`src/rtl/tw_host_pkg.sv`:
```
package tw_host_pkg;

    localparam int REG_W = 8;

    typedef struct packed {
        logic done;
        logic ack_en;
        logic start;
        logic stop;
        logic enable;
        logic ie;
    } ctrl_t;

    typedef struct packed {
        logic addr_match;
        logic gcall;
        logic rx_byte;
    } evt_t;

    function automatic logic [REG_W-1:0] pack_ctrl(input ctrl_t c, input logic wcol);
        pack_ctrl = {c.done, c.ack_en, c.start, c.stop, wcol, c.enable, 1'b0, c.ie};
    endfunction

endpackage

```
`src/rtl/tw_ctrl_regs.sv`:
```
module tw_ctrl_regs
    import tw_host_pkg::*;
#(
    parameter int RATE_W = 8
) (
    input  logic              clk,
    input  logic              rst,
    input  logic              wr_ctrl,
    input  logic              wr_rate,
    input  logic [REG_W-1:0]  wdata,
    input  logic              ev_job_done,
    input  logic              ev_stop_sent,
    output ctrl_t             ctrl,
    output logic [RATE_W-1:0] rate,
    output logic              go
);

    always_ff @(posedge clk) begin
        if (rst) begin
            ctrl <= '0;
            rate <= '0;
            go   <= 1'b0;
        end else begin
            go <= 1'b0;
            if (wr_rate) rate <= wdata[RATE_W-1:0];
            if (wr_ctrl) begin
                ctrl.ack_en <= wdata[6];
                ctrl.start  <= wdata[5];
                ctrl.stop   <= wdata[4];
                ctrl.enable <= wdata[2];
                ctrl.ie     <= wdata[0];
            end
            if (ev_stop_sent) ctrl.stop <= 1'b0;
            if (ev_job_done && ctrl.enable) begin
                ctrl.done <= 1'b1;
            end else if (wr_ctrl && wdata[7] && ctrl.done) begin
                ctrl.done <= 1'b0;
                go        <= 1'b1;
            end
        end
    end

    // a launch strobe follows only a genuine flag clear
    a_r4_go_after_clear: assert property (@(posedge clk) disable iff (rst)
        go |-> ($past(ctrl.done) && !ctrl.done));

    // an enabled job event always leaves the flag set
    a_r3_flag_set: assert property (@(posedge clk) disable iff (rst)
        (ev_job_done && ctrl.enable) |=> ctrl.done);

    // stop-sent always leaves the stop request clear
    a_r10_stop_clear: assert property (@(posedge clk) disable iff (rst)
        ev_stop_sent |=> !ctrl.stop);

endmodule

```
`src/rtl/tw_data_reg.sv`:
```
module tw_data_reg
    import tw_host_pkg::*;
#(
    parameter int DATA_W = 8
) (
    input  logic              clk,
    input  logic              rst,
    input  logic              wr_data,
    input  logic [DATA_W-1:0] wdata,
    input  logic              done,
    input  logic              ev_rx_byte,
    input  logic [DATA_W-1:0] rx_byte,
    output logic [DATA_W-1:0] data,
    output logic              wcol
);

    always_ff @(posedge clk) begin
        if (rst) begin
            data <= '0;
            wcol <= 1'b0;
        end else if (ev_rx_byte) begin
            data <= rx_byte;
        end else if (wr_data) begin
            if (done) begin
                data <= wdata;
                wcol <= 1'b0;
            end else begin
                wcol <= 1'b1;
            end
        end
    end

    // a write while locked freezes the data and flags a collision
    a_r7_blocked_write: assert property (@(posedge clk) disable iff (rst)
        (wr_data && !done && !ev_rx_byte) |=> (wcol && $stable(data)));

    // a received byte never disturbs the collision flag
    a_r11_rx_keeps_wcol: assert property (@(posedge clk) disable iff (rst)
        ev_rx_byte |=> $stable(wcol));

endmodule

```
`src/rtl/tw_ack_decide.sv`:
```
module tw_ack_decide
    import tw_host_pkg::*;
(
    input  logic clk,
    input  logic rst,
    input  logic ack_en,
    input  logic gc_enable,
    input  evt_t evt,
    output logic ack_out
);

    logic qualify;

    always_comb begin
        qualify = evt.addr_match | (evt.gcall & gc_enable) | evt.rx_byte;
    end

    always_ff @(posedge clk) begin
        if (rst) ack_out <= 1'b0;
        else     ack_out <= ack_en & qualify;
    end

    // acknowledge disabled means no acknowledge next cycle
    a_r9_no_ack_when_off: assert property (@(posedge clk) disable iff (rst)
        !ack_en |=> !ack_out);

    // an acknowledge only follows some event
    a_r8_ack_has_cause: assert property (@(posedge clk) disable iff (rst)
        ack_out |-> $past(evt.addr_match || evt.gcall || evt.rx_byte));

endmodule

```
`src/rtl/tw_host_ctrl.sv`:
```
module tw_host_ctrl
    import tw_host_pkg::*;
#(
    parameter logic [7:0] CTRL_ADDR = 8'hBC,
    parameter logic [7:0] RATE_ADDR = 8'hB8,
    parameter logic [7:0] DATA_ADDR = 8'hBB
) (
    input  logic       clk,
    input  logic       rst,
    input  logic [7:0] bus_addr,
    input  logic       bus_wr,
    input  logic [7:0] bus_wdata,
    output logic [7:0] bus_rdata,
    input  logic       glb_irq_en,
    input  logic       gc_enable,
    input  logic       ev_job_done,
    input  logic       ev_addr_match,
    input  logic       ev_gcall,
    input  logic       ev_rx_byte,
    input  logic       ev_stop_sent,
    input  logic [7:0] rx_byte,
    output logic       irq,
    output logic       scl_hold,
    output logic       ack_out,
    output logic       go,
    output logic       start_req,
    output logic       stop_req,
    output logic       if_enable,
    output logic [7:0] bit_rate,
    output logic [7:0] tx_data
);

    localparam int RATE_W = REG_W;
    localparam int DATA_W = REG_W;

    ctrl_t ctrl;
    evt_t  evt;
    logic  wcol;
    logic  wr_ctrl, wr_rate, wr_data;

    always_comb begin
        wr_ctrl = bus_wr && (bus_addr == CTRL_ADDR);
        wr_rate = bus_wr && (bus_addr == RATE_ADDR);
        wr_data = bus_wr && (bus_addr == DATA_ADDR);
        evt = '{addr_match: ev_addr_match, gcall: ev_gcall, rx_byte: ev_rx_byte};
    end

    tw_ctrl_regs #(.RATE_W(RATE_W)) u_ctrl (
        .clk          (clk),
        .rst          (rst),
        .wr_ctrl      (wr_ctrl),
        .wr_rate      (wr_rate),
        .wdata        (bus_wdata),
        .ev_job_done  (ev_job_done),
        .ev_stop_sent (ev_stop_sent),
        .ctrl         (ctrl),
        .rate         (bit_rate),
        .go           (go)
    );

    tw_data_reg #(.DATA_W(DATA_W)) u_data (
        .clk        (clk),
        .rst        (rst),
        .wr_data    (wr_data),
        .wdata      (bus_wdata),
        .done       (ctrl.done),
        .ev_rx_byte (ev_rx_byte),
        .rx_byte    (rx_byte),
        .data       (tx_data),
        .wcol       (wcol)
    );

    tw_ack_decide u_ack (
        .clk       (clk),
        .rst       (rst),
        .ack_en    (ctrl.ack_en),
        .gc_enable (gc_enable),
        .evt       (evt),
        .ack_out   (ack_out)
    );

    always_comb begin
        case (bus_addr)
            CTRL_ADDR: bus_rdata = pack_ctrl(ctrl, wcol);
            RATE_ADDR: bus_rdata = bit_rate;
            DATA_ADDR: bus_rdata = tx_data;
            default:   bus_rdata = '0;
        endcase
        irq       = ctrl.done & ctrl.ie & glb_irq_en;
        scl_hold  = ctrl.done;
        start_req = ctrl.start;
        stop_req  = ctrl.stop;
        if_enable = ctrl.enable;
    end

    // an interrupt is never raised without the clock being held
    a_r6_irq_needs_hold: assert property (@(posedge clk) disable iff (rst)
        irq |-> scl_hold);

    // the hold drops only together with a launch strobe
    a_r5_hold_release: assert property (@(posedge clk) disable iff (rst)
        $fell(scl_hold) |-> go);

endmodule

```
`config.mk`:
```
export PLATFORM = sky130hd
export DESIGN_NAME = tw_host_ctrl
export DESIGN_NICKNAME = d
export VERILOG_FILES = /design/src/rtl/tw_host_pkg.sv /design/src/rtl/tw_ctrl_regs.sv /design/src/rtl/tw_data_reg.sv /design/src/rtl/tw_ack_decide.sv /design/src/rtl/tw_host_ctrl.sv
export SDC_FILE = /design/constraint.sdc
export NUM_CORES = 1
export LEC_CHECK = 0
export BUFFER_PORTS_ARGS = -buffer_cell sky130_fd_sc_hd__buf_2
export CAP_MARGIN = 20
export CORE_UTILIZATION = 41
export DETAILED_ROUTE_END_ITERATION = 8
export PLACE_DENSITY = 0.87
export SETUP_SLACK_MARGIN = 0.4
export SLEW_MARGIN = 20
export SYNTH_ARGS = -nofsm -noshare
export SYNTH_HDL_FRONTEND = slang
export SYNTH_SLANG_ARGS = --single-unit
```
`constraint.sdc`:
```
create_clock -name clk -period 1 [get_ports clk]
set_input_delay 0.1 -clock clk [delete_from_list [all_inputs] [get_ports clk]]
set_output_delay 0.1 -clock clk [all_outputs]
set_load 0.005 [all_outputs]
```
==> impl_metrics.tcl <==
set metrics [dict create \
    violated_checks "negative setup slack" \
    n_fill_cell 202 \
    clk_transition_reported_paths_ps 140 \
    core_region_area_sq_um 3100 \
    final_core_utilization_pct 77.2 \
    slew-limit-headroom_pct 84.6 \
    maxClockFrequency_mhz 729 \
    grt.overflow.total 0 \
    run_status "complete, but fails checks" \
    timing.setup.tns_ps -4040 \
    ant_diodes 0 \
    setup.worst_path.class "reg2out" \
    syn_nets 180 \
    r2r-start "u_ctrl.ctrl[5]$_SDFFE_PP0P_" \
    cp_data_arrival_time_ps 1270 \
    timing.critical_path.from "u_ctrl.ctrl[5]$_SDFFE_PP0P_" \
    ys_seq_elements 25 \
    reg2regPathDepth 7 \
    endpoint "bus_rdata[7]" \
    synth-async-reset-ratio_pct 0 \
    synth_commonest_cells "sky130_fd_sc_hd__dfxtp_1, sky130_fd_sc_hd__mux2i_1, sky130_fd_sc_hd__nand2b_1" \
    pin_count 65 \
    die-width_microns 59.8 \
    hpwl_mm 2.90 \
    critical_path.cell_chain "buf_6 -> inv_4 -> nor3_2 -> a221o_1 -> buf_2" \
    clk_latency_ps 310 \
    die_height_microns 59.8 \
    final_setup_violation_count 24 \
    post_synth_instance_area_sq_um 1370 \
    static-leakage-power_nw 1.10 \
    crit_path_required_time_ps 900 \
    multi_input_area_sq_um 972 \
    yosysTopAreaCell "sky130_fd_sc_hd__dfxtp_1" \
    cts_buffer_depth 2 \
    cts-buffers-inserted 3 \
    max_cap_violations 0 \
    avgViaCountPerCell 5.80 \
    net-switching-power_uw 524 \
    regToRegSetupSlack_ps -160 \
    syn_inst 146 \
    layout-drive-gt1-share_pct 67.1 \
    worst_hold_path_type "in2reg" \
    detail_route.wirelength_mm 5.32 \
    buffer_ports.inserted 64 \
    p_sw_share_pct 27.1 \
    finalClockSkew_ps 2.90 \
    post-route-worst-setup-slack_ps -371 \
    synth_cell_type_count 31 \
    synth_sequential_area_ratio_pct 36.6 \
    synth_edf_count 0 \
    detailedRoute.firstPassIterationCount 4 \
    power.ir.vdd_worst_v 0.000863 \
    area_growth_pct 75.1 \
    report.final.hold_viol_count 0 \
    layout_min_cycle_time_ps 1370 \
    grt_start_max_net_pins 34 \
    cp_slowest_cell "sky130_fd_sc_hd__dfxtp_2" \
    antenna_found_initial 0 \
    cp-end-kind "primary output" \
    yosys_most_used_dff "sky130_fd_sc_hd__dfxtp_1" \
    syn_area_per_cell_sq_um 9.37 \
    total_power_mw 1.93 \
    maximum_fanout_along_the_worst_path 2 \
    ys_top_cells_by_area "sky130_fd_sc_hd__dfxtp_1, sky130_fd_sc_hd__mux2i_1, sky130_fd_sc_hd__nand2b_1" \
    drt_drc_violations_left 0 \
    critical_path.reg2reg.endpoint "u_ctrl.ctrl[5]$_SDFFE_PP0P_" \
    library_cell_used_as_clock_root_buffer "sky130_fd_sc_hd__clkbuf_4" \
    power_frac_seq_pct 54.4 \
    grt_first_pass_wirelength_mm 7.40 \
    ctsHtreeMaxLevel 1 \
    dr_total_vias 1664 \
    power.density_cell_area_nw_per_um2 807 \
    p_int_mw 1.41 \
    power.share.clock_pct 24.0 \
    start_util_pct 44.1 \
    drt.antenna.violating_nets 0 \
    tritoncts_clock_tree "done" \
    seqCellArea_sq_um 533 \
    track_usage_pct 27.9 \
    worst_setup_path_start_kind "flop" \
    cpPeakStageDelay_ps 360 \
    slew_limit_fails 0 \
    synthDominantCellAreaShare_pct 36.6 \
    die_area_sq_um 3570 \
    placementRows 20 \
    drt-initial-drc-count 99 \
    place.gp.congestion 0.775 \
    synth_most_common_cell "sky130_fd_sc_hd__dfxtp_1" \
    grt_setup_unrepaired "true" \
    power.combinational.fraction_pct 21.6 \
    final.period_utilization_pct 137 \
    clock_sink_count 25 \
    ys_warn_count 0 \
    fin_nets 278 \
    grt_pass1_vias 1570 \
    tightest_slew_ps 225 \
    drt-wirelength-per-cell_microns 18.5 \
]
-- state kept, by name, indices dropped and copies added, names as in the netlist --
register       cells
u_data.data        8
u_ctrl.ctrl        6
u_ack.ack_out      1
u_ctrl.go          1
u_data.wcol        1
u_ctrl.rate        8
-- worst max-delay path: cells and delay by family (launching register included) --
kind | cells | cell delay [ps]
buf+inv | 3 | 310
simple gates | 1 | 30
compound gates | 1 | 260
flops | 1 | 360
-- how the worst min path moves through the flow --
stage / slack (ps) / start / endpoint / cells after the start
2_1_floorplan: 220 / ev_addr_match / u_ack.ack_out$_SDFF_PP0_ / 2
3_3_place_gp: 320 / ev_addr_match / u_ack.ack_out$_SDFF_PP0_ / 3
3_5_place_dp: 330 / ev_addr_match / u_ack.ack_out$_SDFF_PP0_ / 3
4_1_cts: -9 / ev_addr_match / u_ack.ack_out$_SDFF_PP0_ / 3
5_1_grt: 50 / bus_wdata[3] / u_ctrl.rate[3]$_SDFFE_PP0P_ / 3
6_report: 30 / bus_wdata[4] / u_ctrl.ctrl[2]$_SDFFE_PP0P_ / 3
-- cell usage in the layout (no fill, tap or decap), types with 3 or more instances in the layout --
cell	Yosys	final
sky130_fd_sc_hd__buf_4	1	16
sky130_fd_sc_hd__nand2b_1	20	18
sky130_fd_sc_hd__nand2_1	5	3
sky130_fd_sc_hd__mux2i_1	21	20
sky130_fd_sc_hd__dfxtp_2	0	23
sky130_fd_sc_hd__buf_2	3	51
sky130_fd_sc_hd__clkbuf_4	0	3
sky130_fd_sc_hd__inv_1	8	4
sky130_fd_sc_hd__buf_6	0	28
sky130_fd_sc_hd__a221oi_2	0	8
sky130_fd_sc_hd__nor2_1	13	12
sky130_fd_sc_hd__nor3_1	8	5
sky130_fd_sc_hd__a221o_1	7	7
sky130_fd_sc_hd__buf_8	0	3
sky130_fd_sc_hd__nor3_2	0	3
sky130_fd_sc_hd__inv_2	0	3
-- through the flow --
stage	cells	area [sq um]	hold slack [ps]	setup WS (ps)
after floorplan	146	1440	219	-48.9
after global placement	265	1920	320	-316
after detailed placement	265	1920	325	-330
after CTS	281	2250	-9.04	-331
after global routing	287	2390	46.4	-423
final	287	2390	27.4	-371
-- what timing repair did --
item / 4_1_cts / 5_1_grt
pin swaps: 8 / 6
setup buffers: 12 / 6
gates resized for setup: 64 / 23
endpoints found under the setup margin: 55 / 56
hold endpoints to repair: 1 / 0
cloned: 0 / 0
-- kinds of logic (layout without fill, tap and decap cells) --
kind of cell	Yosys count	count (layout)	share of synthesized area [%]
AND/OR/NAND/NOR	64	64	29.6
multiplexers	22	22	16.2
flip-flops	25	25	36.6
AO/OA/AOI/OAI	20	20	13.0
buffers and inverters	15	112	4.67
-- metal layers --
metal	wire (microns)	GRT usage [%]	up-vias
met5	0	0	-
met4	218	10.6	0
met3	433	3.90	33
met2	2650	49.8	119
met1	2020	33.4	783
li1	-	-	729
-- layout make-up --
| class | instances | share of cell area [%] |
|---|---|---|
| inverter | 8 | 1.36 |
| timing repair buffer | 100 | 32.4 |
| clock buffer | 4 | 1.10 |
| sequential | 25 | 22.3 |
| multi-input combinational | 106 | 40.6 |
| tap | 44 | 2.30 |
-- power groups by stage --
stage / clock, mW / sequential (mW) / combinational, mW
floorplan: 0 / 1.06 / 0.154
global placement: 0 / 1.06 / 0.310
detailed placement: 0 / 1.06 / 0.316
CTS: 0.458 / 1.04 / 0.380
global route: 0.513 / 1.05 / 0.441
finish: 0.463 / 1.05 / 0.417
No activity file was read; power rests on OpenSTA's default activity.
